[config.mk]
export PLATFORM = sky130hd
export DESIGN_NAME = sc_t0_tx
export DESIGN_NICKNAME = d
export VERILOG_FILES = /design/src/rtl/sc_t0_pkg.sv /design/src/rtl/sc_t0_bitclk.sv /design/src/rtl/sc_t0_serial.sv /design/src/rtl/sc_t0_ctrl.sv /design/src/rtl/sc_t0_tx.sv
export SDC_FILE = /design/constraint.sdc
export NUM_CORES = 1
export LEC_CHECK = 0
export BUFFER_PORTS_ARGS = -buffer_cell sky130_fd_sc_hd__buf_4
export CORE_MARGIN = 4
export CORE_UTILIZATION = 50
export CTS_BUF_LIST = sky130_fd_sc_hd__clkbuf_16
export DETAILED_ROUTE_END_ITERATION = 6
export HOLD_SLACK_MARGIN = 0.1
export MAX_ROUTING_LAYER = met4
export PLACE_DENSITY = 0.71
export SYNTH_ARGS = -nofsm -noshare
export SYNTH_HDL_FRONTEND = slang
export SYNTH_SLANG_ARGS = --single-unit
[constraint.sdc]
create_clock -name clk -period 1.9 [get_ports clk]
set_input_delay 0.285 -clock clk [delete_from_list [all_inputs] [get_ports clk]]
set_output_delay 0.285 -clock clk [all_outputs]
set_load 0.005 [all_outputs]
[src/rtl/sc_t0_pkg.sv]
package sc_t0_pkg;

  localparam int DATA_BITS  = 8;
  localparam int GUARD_BITS = 2;

  typedef enum logic [2:0] {
    ST_IDLE,
    ST_START,
    ST_DATA,
    ST_PARITY,
    ST_GUARD
  } tx_state_e;

endpackage

[src/rtl/sc_t0_bitclk.sv]
module sc_t0_bitclk #(
  parameter int TICKS_PER_BIT = 4
) (
  input  logic clk,
  input  logic rst_n,
  input  logic tick,
  input  logic clear,
  output logic bit_end,
  output logic mid_bit
);

  localparam int CW  = (TICKS_PER_BIT > 2) ? $clog2(TICKS_PER_BIT) : 1;
  localparam int MID = TICKS_PER_BIT / 2;

  logic [CW-1:0] sub_q, sub_d;

  assign bit_end = tick && (sub_q == CW'(TICKS_PER_BIT - 1));
  assign mid_bit = tick && (sub_q == CW'(MID));

  always_comb begin
    sub_d = sub_q;
    if (clear || bit_end) begin
      sub_d = '0;
    end else if (tick) begin
      sub_d = sub_q + 1'b1;
    end
  end

  always_ff @(posedge clk or negedge rst_n) begin
    if (!rst_n) begin
      sub_q <= '0;
    end else begin
      sub_q <= sub_d;
    end
  end

endmodule

[src/rtl/sc_t0_serial.sv]
module sc_t0_serial
  import sc_t0_pkg::*;
#(
  localparam int IW = $clog2(DATA_BITS)
) (
  input  logic                 clk,
  input  logic                 rst_n,
  input  logic                 load,
  input  logic [DATA_BITS-1:0] data,
  input  logic                 msb_first,
  input  logic                 inverse,
  input  logic                 par_inv,
  input  logic [IW-1:0]        idx,
  output logic                 data_lvl,
  output logic                 par_lvl
);

  logic [DATA_BITS-1:0] data_q;
  logic                 msb_q, inv_q, pinv_q;
  logic [DATA_BITS-1:0] rev;
  logic [DATA_BITS-1:0] order;

  for (genvar g = 0; g < DATA_BITS; g++) begin : g_rev
    assign rev[g] = data_q[DATA_BITS-1-g];
  end

  assign order    = msb_q ? rev : data_q;
  assign data_lvl = order[idx] ^ inv_q;
  assign par_lvl  = (^data_q) ^ pinv_q;

  always_ff @(posedge clk or negedge rst_n) begin
    if (!rst_n) begin
      data_q <= '0;
      msb_q  <= 1'b0;
      inv_q  <= 1'b0;
      pinv_q <= 1'b0;
    end else if (load) begin
      data_q <= data;
      msb_q  <= msb_first;
      inv_q  <= inverse;
      pinv_q <= par_inv;
    end
  end

endmodule

[src/rtl/sc_t0_ctrl.sv]
module sc_t0_ctrl
  import sc_t0_pkg::*;
#(
  localparam int IW = $clog2(DATA_BITS),
  localparam int GW = $clog2(GUARD_BITS + 2)
) (
  input  logic          clk,
  input  logic          rst_n,
  input  logic          tx_valid,
  input  logic          bit_end,
  input  logic          mid_bit,
  input  logic          line_sync,
  input  logic          data_lvl,
  input  logic          par_lvl,
  output logic          ready,
  output logic          load,
  output logic [IW-1:0] idx,
  output logic          line_out,
  output logic          line_oe,
  output logic          nack
);

  localparam logic [IW-1:0] LAST_IDX = IW'(DATA_BITS - 1);

  tx_state_e     state_q, state_d;
  logic [IW-1:0] idx_q, idx_d;
  logic [GW-1:0] gcnt_q, gcnt_d;
  logic          err_q, err_d;
  logic          nack_q, nack_d;
  logic [GW-1:0] guard_last;

  assign ready      = (state_q == ST_IDLE);
  assign load       = ready && tx_valid;
  assign idx        = idx_q;
  assign nack       = nack_q;
  assign guard_last = err_q ? GW'(GUARD_BITS) : GW'(GUARD_BITS - 1);

  always_comb begin
    unique case (state_q)
      ST_START:  line_out = 1'b0;
      ST_DATA:   line_out = data_lvl;
      ST_PARITY: line_out = par_lvl;
      default:   line_out = 1'b1;
    endcase
    line_oe = !line_out;
  end

  always_comb begin
    state_d = state_q;
    idx_d   = idx_q;
    gcnt_d  = gcnt_q;
    err_d   = err_q;
    nack_d  = 1'b0;
    unique case (state_q)
      ST_IDLE: begin
        if (tx_valid) begin
          state_d = ST_START;
        end
      end
      ST_START: begin
        if (bit_end) begin
          state_d = ST_DATA;
          idx_d   = '0;
        end
      end
      ST_DATA: begin
        if (bit_end) begin
          if (idx_q == LAST_IDX) begin
            state_d = ST_PARITY;
          end else begin
            idx_d = idx_q + 1'b1;
          end
        end
      end
      ST_PARITY: begin
        if (bit_end) begin
          state_d = ST_GUARD;
          gcnt_d  = '0;
          err_d   = 1'b0;
        end
      end
      ST_GUARD: begin
        if (mid_bit && (gcnt_q == '0) && !line_sync) begin
          err_d  = 1'b1;
          nack_d = 1'b1;
        end
        if (bit_end) begin
          if (gcnt_q == guard_last) begin
            state_d = ST_IDLE;
          end else begin
            gcnt_d = gcnt_q + 1'b1;
          end
        end
      end
      default: state_d = ST_IDLE;
    endcase
  end

  always_ff @(posedge clk or negedge rst_n) begin
    if (!rst_n) begin
      state_q <= ST_IDLE;
      idx_q   <= '0;
      gcnt_q  <= '0;
      err_q   <= 1'b0;
      nack_q  <= 1'b0;
    end else begin
      state_q <= state_d;
      idx_q   <= idx_d;
      gcnt_q  <= gcnt_d;
      err_q   <= err_d;
      nack_q  <= nack_d;
    end
  end

  AST_OE_ONLY_LOW: assert property (@(posedge clk) disable iff (!rst_n)
    line_oe |-> !line_out);

  AST_START_DRIVEN: assert property (@(posedge clk) disable iff (!rst_n)
    (tx_valid && ready) |=> (line_oe && !line_out && !ready));

  AST_NACK_SINGLE: assert property (@(posedge clk) disable iff (!rst_n)
    nack |=> !nack);

  AST_NACK_RELEASED: assert property (@(posedge clk) disable iff (!rst_n)
    nack |-> (!line_oe && !ready));

  AST_DONE_ON_BIT_END: assert property (@(posedge clk) disable iff (!rst_n)
    $rose(ready) |-> $past(bit_end));

endmodule

[src/rtl/sc_t0_tx.sv]
module sc_t0_tx
  import sc_t0_pkg::*;
#(
  parameter int TICKS_PER_BIT = 4
) (
  input  logic                 clk,
  input  logic                 rst_n,
  input  logic                 tick,
  input  logic                 tx_valid,
  output logic                 tx_ready,
  input  logic [DATA_BITS-1:0] tx_data,
  input  logic                 tx_msb_first,
  input  logic                 tx_inverse,
  input  logic                 tx_par_inv,
  input  logic                 line_in,
  output logic                 line_out,
  output logic                 line_oe,
  output logic                 nack
);

  localparam int IW = $clog2(DATA_BITS);

  logic [1:0]    rst_pipe;
  logic          rst_ns;
  logic [1:0]    line_pipe;
  logic          bit_end, mid_bit, load, data_lvl, par_lvl;
  logic [IW-1:0] idx;

  always_ff @(posedge clk or negedge rst_n) begin
    if (!rst_n) begin
      rst_pipe <= 2'b00;
    end else begin
      rst_pipe <= {rst_pipe[0], 1'b1};
    end
  end
  assign rst_ns = rst_pipe[1];

  always_ff @(posedge clk or negedge rst_ns) begin
    if (!rst_ns) begin
      line_pipe <= 2'b11;
    end else begin
      line_pipe <= {line_pipe[0], line_in};
    end
  end

  sc_t0_bitclk #(.TICKS_PER_BIT(TICKS_PER_BIT)) i_bitclk (
    .clk     (clk),
    .rst_n   (rst_ns),
    .tick    (tick),
    .clear   (load),
    .bit_end (bit_end),
    .mid_bit (mid_bit)
  );

  sc_t0_serial i_serial (
    .clk       (clk),
    .rst_n     (rst_ns),
    .load      (load),
    .data      (tx_data),
    .msb_first (tx_msb_first),
    .inverse   (tx_inverse),
    .par_inv   (tx_par_inv),
    .idx       (idx),
    .data_lvl  (data_lvl),
    .par_lvl   (par_lvl)
  );

  sc_t0_ctrl i_ctrl (
    .clk       (clk),
    .rst_n     (rst_ns),
    .tx_valid  (tx_valid),
    .bit_end   (bit_end),
    .mid_bit   (mid_bit),
    .line_sync (line_pipe[1]),
    .data_lvl  (data_lvl),
    .par_lvl   (par_lvl),
    .ready     (tx_ready),
    .load      (load),
    .idx       (idx),
    .line_out  (line_out),
    .line_oe   (line_oe),
    .nack      (nack)
  );

endmodule

Word-level counts from Yosys, hierarchy flattened --
Index checks and enable logic that the tools add are counted.
Word-level totals: register bits 27, latch bits 0, memory bits (writable) 0, bits in read-only memories 0, output and inout bits 4, logic and storage cells 82, memories kept 0
Operators by class: add/sub/neg operators 3, multiply operators 0, div/mod/pow operators 0, magnitude comparators 1, eq/ne operators 18, shifts and indexed selects 0, mux-type cells 28, bitwise gates (word level) 2, reductions and logical operators 18
Operator list (number):
- $mux 3 | 10
- $pmux 3 s5 | 1
- $ne 2x1->1 const B | 7
- $mux 2 | 6
- $mux 8 | 1
- $reduce_and 4->1 | 2
- $reduce_xor 8->1 | 1
- $reduce_and 7->1 | 1
- $eq 3x2->1 const B | 2
- $eq 3x3->1 const B | 2
- $ne 2x2->1 const B | 3
- $pmux 3 s2 | 1
- $reduce_bool 2->1 | 3
- $logic_and 1x1->1 | 5
- $mux 1 | 5
- $add 2x1->2 const B | 2
- $eq 2x2->1 const B | 2
- $lt 3x4->1 const B | 1
- $pmux 2 s2 | 1
- $add 3x1->3 const B | 1
- $bmux 1 s3 | 1
- $eq 3x1->1 const B | 1
- $logic_not 3->1 | 1
- $pmux 1 s3 | 1
- 7 further kinds | 9

Longest topological paths before layout --
Gate-level depths: netlist of run 1.
depth in word-level cells 6, depth in mapped cells 6, gate-level depth less buffers 6

Hierarchy --
Synthesis of run 1 repeated with hierarchy kept, for this count alone.
Second synthesis, totals: cell total of the unflattened synthesis 112, area, all modules 1473.9 um2
Modules (own cells, without submodules):
- sc_t0_ctrl | times used 1, cells an instance 59, area an instance 621.8 um2
- sc_t0_serial | times used 1, cells an instance 36, area an instance 614.3 um2
- sc_t0_bitclk | times used 1, cells an instance 12, area an instance 131.4 um2
- sc_t0_tx | times used 1, cells an instance 5, area an instance 106.4 um2

Worst setup path after synthesis of run 1 --
Ideal clock, no wire load.
path kind reg2out, from reg i_ctrl.idx_q[1], in the netlist i_ctrl.idx[1], to out line_out, arrival 1709 ps, setup slack -94 ps, cell stages (with the launch flop) 7, path buffers 1, cell sequence dfrtp_1 -> buf_6 -> mux4_1 -> mux2i_1 -> mux2i_1 -> xor2_1 -> a221o_1
On the way: longest elaborated chain between the ends 4
RTL lines:
- from (decl) | line sc_t0_ctrl.sv:26 | logic [IW-1:0] idx_q, idx_d;
- from (signal assigned) | line sc_t0_ctrl.sv:108 | idx_q <= idx_d;
- $bmux 1 s3 | line sc_t0_serial.sv:28 | assign data_lvl = order[idx] ^ inv_q;
- $mux 1 (implied by the code) | line sc_t0_serial.sv:28
- $xor 1x1->1 | line sc_t0_serial.sv:28
- $pmux 1 s3 | line sc_t0_ctrl.sv:39 | unique case (state_q)
- to (decl) | line sc_t0_tx.sv:16 | output logic line_out,
No other way between the ends. The select of a mux whose other input is x is not followed.

Worst setup path in the final report of run 1 --
Ends and elaborated chain as after synthesis.

==> results.yml, run 1 <==
critical_path:
  worst-path-max-fanout: 5
  path_class: "reg2out"
  worstSetupEndpointType: "output port"
  startpoint: "i_ctrl.idx[1]$_DFFE_PN0P_"
  worstSetupStartpointType: "register"
  crit_arrival_ns: 2.08
  r2r-end: "i_ctrl.idx[1]$_DFFE_PN0P_"
  critical_path.cell_chain: "mux4_2 > mux2i_1 > mux2i_1 > xor2_1 > a221o_1 > buf_4"
  reg2reg_depth: 9
  rrSetupSlack_ns: -0.14
  slowest_stage: "mux4_2"
  endpoint: "line_out"
  crit_top_cell: "mux2i_1"
  required_ns: 1.62
  r2r-start: "i_ctrl.idx[1]$_DFFE_PN0P_"
  cpPeakStageDelay_ns: 0.51
drt:
  via_per_inst: 5.49
  wirelength_microns: 2760
  drc: 0
  drt_iter0_drc: 45
  final_antenna_net_count: 0
  vias: 1044
  drt_first_pass_iters: 4
  wl_per_cell_microns: 14.5
timing:
  setup_tns_ns: -1.21
  setup_viol: 5
  drv_slew: 0
  tightest_slew_ns: 0.545
  period_needed_ns: 2.36
  fmax_mhz: 423
  max_slew_margin_pct: 63.7
  holdWs_ns: 0.129
  finalWorstSetupSlack_ns: -0.463
  final_hold_viol_count: 0
  post-route-period-util_pct: 124
  rsz0062_at_grt: "yes"
  fin_skew_ns: 0.00414
grt:
  grt_usage_pct: 17.0
  grt.overflow.total: 0
  grt_max_degree: 16
  antenna_found_initial: 0
  grt_pass1_wl_microns: 4490
  grt_pass1_vias: 988
min_path:
  holdPathStages: 1
  hp-class: "in2reg"
run_status:
  outcome: "finished with violations"
  violations: "setup timing"
placed_design:
  place_ws_ns: -0.270
  place.gp.congestion: 0.812
  dp_hpwl_microns: 2140
  port_buffers: 19
cts:
  cts_tree: "yes"
  cts_max_path_buffers: 2
  cts.sinks: 27
  cts_root_buffer: "clkbuf_16"
  cts.reportedPaths.clkPinSlew_ns: 0.07
  htreeDepth: 1
  worstSkewPairLatency_ns: 0.26
  cts_buffers: 3
layout:
  drive_gt1_share_pct: 39.6
  post-route-util_pct: 66.4
  syn_to_final_growth_pct: 27.6
  num-nets-final: 181
  antenna_cells: 0
die:
  die_y_microns: 61.6
  die_area_sq_um: 3790
  num_io_pins: 20
  die_w_microns: 61.6
  num_rows: 19
  core_area_sq_um: 2760
  initial_core_util_pct: 52.0
job:
  drv_cap: 0
pwr:
  power.leakage_nw: 0.841
  p_per_area_nw_per_um2: 1770
  max-vdd-ir-drop_mv: 1.54
synthesis:
  synth.distinct_cells: 29
  yosysMostFrequentCell: "dfrtp_1"
  yosysSeqAreaShare_pct: 47.3
  synthArstFlopShare_pct: 100
  synth_top_area_cell: "dfrtp_1"
  synth.avg_cell_area_sq_um: 11.8
  synthFlopType: "dfrtp_1"
  synthTopCellsByArea: "dfrtp_1 (44%), mux2_2 (8.6%), mux4_1 (7.3%)"
  synth-edff-count: 0
  synthCells: 122
  synth_area_sq_um: 1440
  synth_seq_cells: 27
  synth_common_cells: "dfrtp_1 (25), mux2_2 (11), nor2_1 (10), inv_1 (8), mux2i_1 (8)"
  ys.warnings.count: 0
  yosysTopAreaCellShare_pct: 43.6
  synthesis.nets: 143
## worst max-delay path: cells and delay by family, from the launching register on
family                 cells  cell delay, ns
AO/OA/AOI/OAI              1            0.33
multiplexers               3            0.75
buffers and inverters      1            0.14
flip-flops                 1            0.44
XOR/XNOR                   1            0.16
## per-layer routing
layer | vias up | routed length (microns) | share of wire, % | global-route usage [%]
met5 | - | 0 | 0 | -
met1 | 524 | 1230 | 44 | 22.7
li1 | 498 | - | - | -
met3 | 2 | 111 | 4.0 | 2.73
met4 | 0 | 31 | 1.1 | 6.36
met2 | 20 | 1390 | 50 | 26.2
## cell usage in the layout, fill, tap and decap left out, types with 2 or more instances in the layout
cell and count:
buf_4 34, dfrtp_1 24, mux2_2 11, nor2_1 10, inv_1 8, nand2_1 7, mux2i_1 7, xnor2_1 7
nor3_1 5, mux4_2 4, o21ai_0 4, ha_1 4, xor2_1 3, clkbuf_16 3, and2_1 2, nand3_1 2
a21oi_1 2, mux2_1 2, dfstp_2 2, buf_6 2
## metrics by stage
step | instances | total power, mW | cell area (sq um)
global route | 190 | 3.51 | 1830
detailed placement | 184 | 2.72 | 1700
CTS | 190 | 3.24 | 1820
finish | 190 | 3.25 | 1830
global placement | 184 | 2.63 | 1700
floorplan | 122 | 2.13 | 1420
## logic make-up after synthesis
kind of cell / after synthesis / synth area share (%)
fa+ha+maj: 5 / 4.36
xor+xnor: 10 / 6.10
simple gates: 30 / 9.59
buf+inv: 12 / 3.84
flops: 27 / 47.3
other cells: 1 / 0.261
compound gates: 12 / 5.49
mux: 25 / 23.1
## state kept, by name, summed over array words and instances, names as in the netlist
register	flops
i_bitclk.sub_q	2
i_ctrl.err_q	1
i_ctrl.gcnt_q	2
i_ctrl.idx	3
i_ctrl.nack	1
i_ctrl.state_q	3
i_serial.data_q	8
i_serial.inv_q	1
i_serial.msb_q	1
i_serial.pinv_q	1
line_pipe	2
rst_pipe	2
## power by group
group	total [mW]	internal, mW	switching (mW)
logic	1.77	1.02	0.747
registers	1.01	0.801	0.206
clock network	0.470	0.283	0.186
total	3.25	2.11	1.14
## timing repair
item,4_1_cts,5_1_grt
resized for setup,7,2
hold buffers,1,0
hold endpoints to repair,2,0
buffers inserted,1,0
pin swaps,4,1
endpoints found under the setup margin,5,5
## final cells by class
class	instances	area [sq um]
multi-input combinational	83	716
sequential	27	679
fill	217	926
clock inverter	1	5.00
timing repair buffer	37	288
clock buffer	3	75.1
inverter	8	30.0
tap	31	38.8
## worst min path at each step
stage	from	endpoint	slack (ns)
6_report	line_in	line_pipe[0]$_DFF_PN1_	0.13
5_1_grt	line_in	line_pipe[0]$_DFF_PN1_	0.12
4_1_cts	line_in	line_pipe[0]$_DFF_PN1_	0.13
3_5_place_dp	rst_n	rst_pipe[0]$_DFF_PN0_	0.07
3_3_place_gp	rst_n	rst_pipe[0]$_DFF_PN0_	0.07
2_1_floorplan	rst_n	rst_pipe[0]$_DFF_PN0_	-0.01
(Power assumes the default switching activity.)
==> run 2, diff against run 1 <==
ABC_AREA = 1   (was default)
CORE_UTILIZATION = 51   (was 50)
PLACE_DENSITY = 0.72   (was 0.71)
==> run 2 against run 1 <==
  * The flow now finishes without violations
  * Total power up 4.5%
  * Critical path type unchanged
  * Combinational power up 6%
  * Sequential power about the same
  * Flip-flop and latch count unchanged
  * Highest routed layer unchanged
  * Largest power group unchanged
  * Cell area up 5.7%
  * Fmax up 25%
==> results.yml, run 2 <==
run_status:
  outcome: "complete, no violations"
synthesis:
  ys.warnings.count: 0
  yosysTopAreaCellShare_pct: 40.7
  synth_common_cells: "nand2_1 (41), nand3_1 (27), dfrtp_1 (25), inv_1 (22), nor2_1 (17)"
  synthFlopType: "dfrtp_1"
  synthArstFlopShare_pct: 100
  synth_area_sq_um: 1540
  yosysSeqAreaShare_pct: 44.1
  synth.distinct_cells: 29
  synth_seq_cells: 27
  yosysMostFrequentCell: "nand2_1"
  synth.avg_cell_area_sq_um: 7.88
  synth-edff-count: 0
  synthTopCellsByArea: "dfrtp_1 (41%), nand2_1 (10%), nand3_1 (8.8%)"
  synth_top_area_cell: "dfrtp_1"
  synthCells: 195
  synthesis.nets: 216
drt:
  drt_iter0_drc: 58
  via_per_inst: 5.36
  final_antenna_net_count: 0
  drt_first_pass_iters: 4
  drc: 0
  wirelength_microns: 3380
  vias: 1373
  wl_per_cell_microns: 13.2
min_path:
  holdPathStages: 1
  hp-class: "in2reg"
die:
  core_area_sq_um: 2830
  num_rows: 19
  num_io_pins: 20
  die_y_microns: 62.9
  die_area_sq_um: 3960
  die_w_microns: 62.9
  initial_core_util_pct: 54.3
layout:
  post-route-util_pct: 68.4
  syn_to_final_growth_pct: 26.0
  layout_commonest_cell: "nand2_1"
  final_cells: 256
  num-nets-final: 247
  top_register: "i_serial.data_q"
  layout_common_cells: "nand2_1 (36), buf_4 (27), dfrtp_1 (23), nand3_1 (19)"
  largest_reg_flops: 8
  final_area_sq_um: 1940
  drive_gt1_share_pct: 33.3
  antenna_cells: 0
grt:
  grt.overflow.total: 0
  antenna_found_initial: 0
  grt_pass1_vias: 1282
  grt_pass1_wl_microns: 5540
  grt_max_degree: 26
  grt_usage_pct: 17.7
critical_path:
  reg2reg_depth: 9
  worstSetupStartpointType: "register"
  worst-path-max-fanout: 3
  rrSetupSlack_ns: 0.30
  worstSetupEndpointType: "output port"
  required_ns: 1.62
  path_class: "reg2out"
  crit_arrival_ns: 1.61
cts:
  cts_root_buffer: "clkbuf_16"
  cts_tree: "yes"
  worstSkewPairLatency_ns: 0.26
  cts.reportedPaths.clkPinSlew_ns: 0.07
  htreeDepth: 1
  cts_max_path_buffers: 2
  cts_buffers: 3
  cts.sinks: 27
placed_design:
  port_buffers: 19
  dpl_cell_area_sq_um: 1720
  place.gp.congestion: 0.903
  placed_cells: 244
  dp_hpwl_microns: 2400
timing:
  fin_skew_ns: 0.00244
  setup_tns_ns: 0
  drv_slew: 0
  fmax_mhz: 528
  rsz0062_at_grt: "yes"
  setup_viol: 0
  period_needed_ns: 1.90
  final_hold_viol_count: 0
  post-route-period-util_pct: 99.8
pwr:
  p_per_area_nw_per_um2: 1750
  power_mw: 3.39
  max-vdd-ir-drop_mv: 0.848
  power.leakage_nw: 0.962
job:
  drv_cap: 0
==> run 2: cell types whose count changed in the layout (fill, tap and decap cells not counted), sizes merged, moves of 3 or more <==
cell and delta:
nand2 +37, nand3 +26, inv +19, mux2 -12, a21oi +11, nor2 +11, buf -8, mux2i -8
o21ai +6, xnor2 -5, mux4 -4, xor2 -3
==> run 2: worst paths after layout <==
check,end,from
min in group asynchronous,i_bitclk.sub_q[1]$_DFFE_PN0P_,rst_pipe[1]$_DFF_PN0_
min reg2reg,i_bitclk.sub_q[1]$_DFFE_PN0P_,rst_pipe[1]$_DFF_PN0_
min,line_pipe[0]$_DFF_PN1_,line_in
max,line_oe,i_serial.data_q[6]$_DFFE_PN0P_
max in group asynchronous,line_pipe[0]$_DFF_PN1_,rst_pipe[1]$_DFF_PN0_
max reg2reg,i_ctrl.state_q[1]$_DFFE_PN0P_,i_ctrl.idx[0]$_DFFE_PN0P_
==> run 2: cell type report <==
| cell class | instances | area, sq um |
|---|---|---|
| sequential | 27 | 681 |
| fill | 236 | 893 |
| inverter | 27 | 104 |
| tap | 31 | 38.8 |
| clock inverter | 1 | 7.51 |
| multi-input combinational | 138 | 806 |
| timing repair buffer | 29 | 224 |
| clock buffer | 3 | 75.1 |
==> run 2: per-stage QoR <==
step           hold WS [ns]  setup WS [ns]
6_report              0.123        0.00429
5_1_grt               0.116        -0.0862
4_1_cts               0.119        0.00679
3_5_place_dp         0.0680          0.242
3_3_place_gp         0.0677          0.299
2_1_floorplan       -0.0106          0.418
==> run 2: layer usage <==
metal | global-route usage [%] | wire length (microns) | vias to the layer above
met1 | 23.6 | 1560 | 637
met3 | 3.42 | 157 | 8
met4 | 4.41 | 56 | 0
met2 | 27.8 | 1600 | 38
li1 | - | - | 690
met5 | - | 0 | -
==> run 2: report_power, final <==
group	switching [mW]	leakage, nW	internal (mW)
logic	1.11	0.619	0.772
clock network	0.205	0.0371	0.286
registers	0.208	0.305	0.810
total	1.52	0.962	1.87
==> run 2: what timing repair did <==
item,in CTS,in global routing
setup endpoints to repair,2,2
gates resized for setup,4,22
buffers inserted,0,7
gates cloned,0,0
hold buffers,1,0
pin swaps,0,11
endpoints found under the hold margin,2,0
==> run 2: cells by family (layout without fill, tap and decap cells) <==
family / after synthesis / in the layout / synth area share [%]
multiplexers: 1 / 1 / 0.733
AO/OA/AOI/OAI: 27 / 27 / 10.9
other: 1 / 1 / 0.244
buffers and inverters: 30 / 60 / 7.57
flip-flops: 27 / 27 / 44.1
AND/OR/NAND/NOR: 102 / 102 / 31.2
adder cells (fa/ha/maj): 5 / 5 / 4.07
XOR/XNOR: 2 / 2 / 1.14
==> run 2: critical path, stage by stage (launching register included) <==
cell	delay (ns)
dfrtp_1	0.41
inv_2	0.10
buf_4	0.12
nand2_1	0.05
nand3_1	0.10
nand3_2	0.10
nand3_4	0.10
nand3_2	0.07
nand2_1	0.06
nor2_1	0.04
nor2_1	0.09
buf_4	0.12
